--- config.mk ---
export PLATFORM = sky130hd
export DESIGN_NAME = mft_timer
export DESIGN_NICKNAME = d
export VERILOG_FILES = /design/src/rtl/mft_pkg.sv /design/src/rtl/mft_prescaler.sv /design/src/rtl/mft_chain.sv /design/src/rtl/mft_regs.sv /design/src/rtl/mft_timer.sv
export SDC_FILE = /design/constraint.sdc
export NUM_CORES = 1
export LEC_CHECK = 0
export ABC_AREA = 1
export CORE_ASPECT_RATIO = 0.75
export CORE_MARGIN = 2
export CORE_UTILIZATION = 50
export CTS_CLUSTER_SIZE = 8
export DETAILED_ROUTE_END_ITERATION = 12
export DONT_BUFFER_PORTS = 1
export GPL_TIMING_DRIVEN = 0
export PLACE_DENSITY_LB_ADDON = 0.12
export SYNTH_ARGS = -nofsm -noshare
export SYNTH_HDL_FRONTEND = slang
export SYNTH_SLANG_ARGS = --single-unit
--- constraint.sdc ---
create_clock -name clk -period 1.6 [get_ports clk]
set_input_delay 0.24 -clock clk [delete_from_list [all_inputs] [get_ports clk]]
set_output_delay 0.24 -clock clk [all_outputs]
set_load 0.02 [all_outputs]
--- src/rtl/mft_pkg.sv ---
`timescale 1ns/1ps
package mft_pkg;

    typedef enum logic [1:0] {
        RATE_2E14 = 2'd0,
        RATE_2E15 = 2'd1,
        RATE_2E16 = 2'd2,
        RATE_2E17 = 2'd3
    } rate_sel_e;

    localparam int BIT_OVF_FLAG  = 7;
    localparam int BIT_PER_FLAG  = 6;
    localparam int BIT_OVF_EN    = 5;
    localparam int BIT_PER_EN    = 4;
    localparam int BIT_OVF_CLR   = 3;
    localparam int BIT_PER_CLR   = 2;

    typedef struct packed {
        logic      ovf_en;
        logic      per_en;
        rate_sel_e rate;
    } ctl_t;

endpackage

--- src/rtl/mft_prescaler.sv ---
`timescale 1ns/1ps
module mft_prescaler #(
    parameter int DIV_W = 2
) (
    input  logic clk,
    input  logic rst_n,
    output logic step
);

    logic [DIV_W-1:0] div_q;

    always_ff @(posedge clk or negedge rst_n) begin
        if (!rst_n) begin
            div_q <= '0;
        end else begin
            div_q <= div_q + 1'b1;
        end
    end

    // one step per full prescaler cycle
    assign step = &div_q;

endmodule

--- src/rtl/mft_chain.sv ---
`timescale 1ns/1ps
module mft_chain #(
    parameter int CNT_W = 8,
    parameter int EXT_W = 7,
    parameter int TAP_N = 4,
    parameter int SEL_W = $clog2(TAP_N)
) (
    input  logic             clk,
    input  logic             rst_n,
    input  logic             step,
    input  logic [SEL_W-1:0] sel,
    output logic [CNT_W-1:0] cnt,
    output logic             ov_evt,
    output logic             rt_evt
);

    logic [CNT_W-1:0] cnt_q;
    logic [EXT_W-1:0] ext_q;
    logic [TAP_N-1:0] tap_hit;

    always_ff @(posedge clk or negedge rst_n) begin
        if (!rst_n) begin
            cnt_q <= '0;
            ext_q <= '0;
        end else begin
            if (step) begin
                cnt_q <= cnt_q + 1'b1;
            end
            if (ov_evt) begin
                ext_q <= ext_q + 1'b1;
            end
        end
    end

    // tap g fires when extension stages 0..(EXT_W-TAP_N+g) are all ones
    generate
        for (genvar g = 0; g < TAP_N; g++) begin : g_tap
            assign tap_hit[g] = &ext_q[EXT_W-TAP_N+g:0];
        end
    endgenerate

    assign ov_evt = step & (&cnt_q);
    assign rt_evt = ov_evt & tap_hit[sel];
    assign cnt    = cnt_q;

endmodule

--- src/rtl/mft_regs.sv ---
`timescale 1ns/1ps
module mft_regs
    import mft_pkg::*;
(
    input  logic       clk,
    input  logic       rst_n,
    input  logic       wr_csr,
    input  logic [7:0] wdata,
    input  logic       ov_evt,
    input  logic       rt_evt,
    output logic       ovf_flag,
    output logic       per_flag,
    output ctl_t       ctl
);

    logic unused_wbits;
    assign unused_wbits = ^wdata[BIT_OVF_FLAG:BIT_PER_FLAG];

    always_ff @(posedge clk or negedge rst_n) begin
        if (!rst_n) begin
            ovf_flag <= 1'b0;
            per_flag <= 1'b0;
            ctl      <= '0;
        end else begin
            // set has priority over a same-edge clear
            if (ov_evt) begin
                ovf_flag <= 1'b1;
            end else if (wr_csr && wdata[BIT_OVF_CLR]) begin
                ovf_flag <= 1'b0;
            end
            if (rt_evt) begin
                per_flag <= 1'b1;
            end else if (wr_csr && wdata[BIT_PER_CLR]) begin
                per_flag <= 1'b0;
            end
            if (wr_csr) begin
                ctl.ovf_en <= wdata[BIT_OVF_EN];
                ctl.per_en <= wdata[BIT_PER_EN];
                ctl.rate   <= rate_sel_e'(wdata[1:0]);
            end
        end
    end

endmodule

--- src/rtl/mft_timer.sv ---
`timescale 1ns/1ps
module mft_timer
    import mft_pkg::*;
#(
    parameter int                ADDR_W   = 8,
    parameter int                PRE_W    = 2,
    parameter int                CNT_W    = 8,
    parameter int                EXT_W    = 7,
    parameter int                TAP_N    = 4,
    parameter logic [ADDR_W-1:0] CSR_ADDR = 8'h08,
    parameter logic [ADDR_W-1:0] CNT_ADDR = 8'h09
) (
    input  logic              clk,
    input  logic              rst_n,
    input  logic              wr_en,
    input  logic [ADDR_W-1:0] addr,
    input  logic [7:0]        wdata,
    output logic [7:0]        rdata,
    output logic              irq,
    output logic              rti_tick
);

    localparam int DATA_W = 8;
    localparam int SEL_W  = $clog2(TAP_N);

    logic             step;
    logic [CNT_W-1:0] cnt_val;
    logic             ov_evt;
    logic             rt_evt;
    logic             wr_csr;
    logic             ovf_flag;
    logic             per_flag;
    ctl_t             ctl;
    logic             tick_q;

    assign wr_csr = wr_en && (addr == CSR_ADDR);

    mft_prescaler #(.DIV_W(PRE_W)) i_pre (
        .clk  (clk),
        .rst_n(rst_n),
        .step (step)
    );

    mft_chain #(
        .CNT_W(CNT_W),
        .EXT_W(EXT_W),
        .TAP_N(TAP_N),
        .SEL_W(SEL_W)
    ) i_chain (
        .clk   (clk),
        .rst_n (rst_n),
        .step  (step),
        .sel   (SEL_W'(ctl.rate)),
        .cnt   (cnt_val),
        .ov_evt(ov_evt),
        .rt_evt(rt_evt)
    );

    mft_regs i_regs (
        .clk     (clk),
        .rst_n   (rst_n),
        .wr_csr  (wr_csr),
        .wdata   (wdata),
        .ov_evt  (ov_evt),
        .rt_evt  (rt_evt),
        .ovf_flag(ovf_flag),
        .per_flag(per_flag),
        .ctl     (ctl)
    );

    always_ff @(posedge clk or negedge rst_n) begin
        if (!rst_n) begin
            tick_q <= 1'b0;
        end else begin
            tick_q <= rt_evt;
        end
    end

    always_comb begin
        if (addr == CSR_ADDR) begin
            rdata = {ovf_flag, per_flag, ctl.ovf_en, ctl.per_en, 2'b00, ctl.rate};
        end else if (addr == CNT_ADDR) begin
            rdata = DATA_W'(cnt_val);
        end else begin
            rdata = '0;
        end
    end

    assign irq      = (ovf_flag & ctl.ovf_en) | (per_flag & ctl.per_en);
    assign rti_tick = tick_q;

endmodule

# Yosys cells after proc, flatten, opt, wreduce, memory -nomap -nowiden
# Index checks and enable logic that the tools add are counted.
# word_totals
elab_cells,39
output_inout_bits,10
register_bits,24
inputBits,19
# classes
n_lt_le_gt_ge,1
mux,8
bitwise,5
n_addsub,3
n_eq_ne,2
n_reduce_logical,11
# ops
cell,count
8-bit by 4-bit equality test with 1-bit output (second input constant),2
8-bit 2-to-1 mux,2
8-bit by 1-bit adder with 8-bit output (second input constant),1
8-bit AND reduction,1
7-bit by 1-bit adder with 7-bit output (second input constant),1
7-bit AND reduction,1
6-bit AND reduction,1
1-bit 2-to-1 mux,5
5-bit AND reduction,1
1-bit bitwise AND,4
4-bit AND reduction,1
2-bit nonzero test,2
1-bit logical AND,3
2-bit by 3-bit < comparator with 1-bit output (second input constant),1
2-bit by 1-bit adder with 2-bit output (second input constant),1
1-bit binary-select mux with 2-bit select,1
2-bit AND reduction,1
1-bit bitwise OR,1

# Logic depth before layout (Yosys ltp)
# depth
word_depth,5
ltp_mapped,10
mapped_depth_nobuf,10

# Cells and area by module
# Synthesis repeated with hierarchy kept, for this count alone.
# unflattened
cells_unflattened,177
area_unflattened_um2,1407.6
# modules_own_cells
mod,seq_area_each_um2,area_each_um2,cells_each,n_inst
mft_chain,375.4,848.3,102,1
mft_timer,25.0,251.5,44,1
mft_regs,150.1,241.5,27,1
mft_prescaler,50.0,66.3,4,1

# Least setup slack after synthesis
# Ideal clock, no wire load.
# synth_path
path_type,reg2reg
start,register i_chain.ext_q[0]
end,register i_regs.per_flag
stages_incl_launch_ff,11
n_path_buf,0
path_slack_ps,177
setup_ps,117
period_less_slack_ps,1423
t_arrival_ps,1306
required_ps,1483
cell_sequence,dfrtp_1 ha_1 nand3_1 inv_1 ha_1 nor2_1 nor2_1 nand2_1 nand2_1 nand2_1 nand2_1
# synth_via
elab_chain_cells,5
word_cells_on_any_way,9
classes_between,mux (3); bitwise (1); reduce/logical (5)
# synth_lines
element,line,text
start: declaration,mft_chain.sv:18,logic [EXT_W-1:0] ext_q;
start signal: assignment,mft_chain.sv:30,ext_q <= ext_q + 1'b1;
7-bit AND reduction (tied with other cells),mft_chain.sv:38,assign tap_hit[g] = &ext_q[EXT_W-TAP_N+g:0];
1-bit binary-select mux with 2-bit select *,mft_chain.sv:43,assign rt_evt = ov_evt & tap_hit[sel];
1-bit 2-to-1 mux (not written as such) *,mft_chain.sv:43,
1-bit bitwise AND *,mft_chain.sv:43,
1-bit 2-to-1 mux / 2-bit nonzero test (equally long branches),n/a,
end signal: assignment,mft_regs.sv:22,per_flag <= 1'b0;
end signal: assignment,mft_regs.sv:32,per_flag <= 1'b1;
end signal: assignment,mft_regs.sv:34,per_flag <= 1'b0;
end: declaration,mft_regs.sv:12,"output logic per_flag,"
# Every way passes the cells marked *; elsewhere a longest branch is shown, timed or not. The select of a mux whose other input is x is not followed.
# A chain may end at the register's enable or synchronous reset.

# Worst setup path after layout
# layout_path
start,input port addr[7]
end,output port rdata[1]
# layout_via
elab_chain_cells,3
word_cells_on_any_way,4
classes_between,eq/ne (2); mux (2)
# layout_lines
element,line,text
start: declaration,mft_timer.sv:16,"input logic [ADDR_W-1:0] addr,"
8-bit by 4-bit equality test with 1-bit output,mft_timer.sv:82,end else if (addr == CNT_ADDR) begin
8-bit 2-to-1 mux,mft_timer.sv:82,
8-bit 2-to-1 mux *,mft_timer.sv:80,if (addr == CSR_ADDR) begin
end: declaration,mft_timer.sv:18,"output logic [7:0] rdata,"
# Every way passes the cells marked *; elsewhere a longest branch is shown, timed or not.

==> qor.csv <==
metric,value,unit
status,completed,
wl_per_cell,11.7,µm
cts_tree,done,
skew,0.00585,ns
cellPowerDensity,696,mW/mm²
avgSynthCellArea,8.16,µm²
grt_pass1_wl,3780,µm
reg2reg_slack,0.17,ns
finalHoldViolCount,0,
avgViaCountPerCell,5.01,
final_cell_area,0.00141,mm²
rsz0062_at_grt,true,
chipHeight,48.1,µm
start_util,0.544,
p_leak,0.760,nW
hpwlAfterDp,1760,µm
clock_path_buffers,2,
die_x,62.8,µm
placed_area,0.00134,mm²
syn_area,0.00130,mm²
holdPathEnd,i_regs.ctl[1]$_DFFE_PN0N_,
num_vias,996,
die_area,0.00302,mm²
crit_fanout,8,
fin_ws,0.0343,ns
ys_seq_area_frac,0.463,
antenna_cells,0,
antenna_found_initial,0,
syn_to_final_growth,8.29,%
reg2reg_to,i_regs.per_flag$_DFFE_PN0P_,
synth_area_leaders,"dfrtp_1 46%, nand2_1 16%, inv_1 6.1%",
crit_type,input port to output port,
clock_latency,0.32,ns
rows,15,
io_pins,29,
first_iter_violations,23,
final_cells,199,
grt_start_max_net_pins,25,
antenna_left,0,
root_buffer,clkbuf_4,
place.gp.congestion,0.723,
cp_data_arrival_time,1.33,ns
worstHoldStart,wdata[1],
clk_pin_slew,0.13,ns
rr_worst_depth,10,
synth_top_area_cell,dfrtp_1,
finalNetCount,189,
drtPass1Iterations,4,
yosysUniqueCellTypes,23,
cts_sinks,24,
first_global_vias,838,
drive_gt1_frac,0.127,
finalSetupTns,0,ns
synth_fp_nets,182,
synth-seq-cells,24,
critPathLaunchType,input port,
globalRouteOverflowTotal,0,
hold_class,input port to register,
track_usage,0.166,
core_area,0.00238,mm²
r2r_start,i_chain.ext_q[0]$_DFFE_PN0P_,
fmax,0.639,GHz
maxCapViolations,0,
crit_required,1.36,ns
dp_cells,193,
drc_errors,0,
drt-total-wl,2330,µm
pre_cts_ws,0.000769,ns
whs,0.0533,ns
synth_cells,159,
yosysWarnings,0,
crit_path_end_kind,output port,
synth_top_area_frac,0.463,
finalMaxSlewViolations,0,
cts_max_level,1,
power,0.978,mW
setup_viol,0,
worst_pin_slew,1.05,ns
numCtsBuffers,3,
holdPathStages,2,
max-vdd-ir-drop,413,µV
final_util,0.590,
fin_crit,1.57,ns
max_slew_margin,0.298,
fin_crit_sh,0.979,
io_buffer_count,0,
worst max path at each step:
stage                                      start  slack [ns]  cells past startpoint                           to
finish                                   addr[7]        0.03                      4                     rdata[1]
global route                             addr[7]       -0.10                      4                     rdata[1]
CTS                                      addr[7]        0.01                      4                     rdata[7]
detailed placement                       addr[7]      0.0008                      4                     rdata[6]
global placement                         addr[7]        0.04                      4                     rdata[6]
floorplan           i_chain.ext_q[0]$_DFFE_PN0P_        0.18                     10  i_regs.per_flag$_DFFE_PN0P_
kinds of logic (layout without fill, tap and decap cells):
logic type,count (synthesis),count (layout),share of synthesized area
adders and majority gates,4,4,0.0386
xor gates and xnor gates,8,8,0.0598
DFF,24,24,0.463
AOI/OAI and AO/OA,11,11,0.0473
buffers and inverters,22,28,0.0665
and+or+nand+nor,90,90,0.325
registers in the layout (all words and copies together) (netlist names):
| name | flops |
|---|---|
| i_regs.ctl | 4 |
| i_chain.ext_q | 7 |
| i_chain.cnt | 8 |
| i_regs.per_flag | 1 |
| i_pre.div_q | 2 |
| i_regs.ovf_flag | 1 |
| rti_tick | 1 |
power by group:
group          switching (mW)  internal [mW]
Combinational          0.0252         0.0112
Sequential            0.00664          0.614
Clock                   0.182          0.139
Total                   0.214          0.764
worst max-delay path, stage by stage:
cell,delay (ns)
nor2_1,0.08
nand2_1,0.08
nand3b_1,0.32
o21ai_0,0.60
synthesized netlist by cell type:
cell type,n
a21boi_0,1
nor2_2,3
a22o_1,1
ha_1,4
dfrtp_1,24
xnor2_2,1
nor2_4,2
nor2_8,1
xor2_1,6
nand3b_1,1
xnor2_1,1
nand2_4,1
nand2_2,2
o21ai_0,8
nor2_1,9
nand2_1,54
nor3_1,1
buf_4,1
inv_1,21
nand3_1,13
nor3_2,1
o21ai_1,1
nand4_1,2
per-layer routing:
layer | wire length (µm) | part of all wire | GRT usage
met1 | 1140 | 0.49 | 0.214
met2 | 1040 | 0.45 | 0.282
met3 | 151 | 0.065 | 0.0577
met4 | 0 | 0 | 0.0400
met5 | 0 | 0 | 0
layout make-up:
class                   count  area [µm²]
plain buffers               1        7.51
clock buffers               4        36.3
fillers                   228         978
inverters                  21        78.8
multi-input cells         113         621
flip-flops and latches     24         602
well taps                  34        42.5
repair buffers              2        17.5
cells in the final DEF (no fill, tap or decap), types with 2 or more instances in the layout:
cell      synthesis  layout
ha_1              4       3
o21ai_1           1       4
buf_4             1       2
inv_1            21      21
clkbuf_4          0       3
nand4_1           2       2
dfrtp_1          24      23
nor2_2            3       4
o21ai_0           8       5
nand2_1          54      54
nand2_2           2       2
nand3_1          13      12
xor2_1            6       6
nor2_4            2       2
nor2_1            9       8
timing repair:
item	in CTS	in global routing
hold buffers	1	0
endpoints found under the hold margin	24	0
gates resized for setup	2	5
setup buffers	0	1
setup endpoints to repair	2	6
Power figures use the tool's default switching activity.
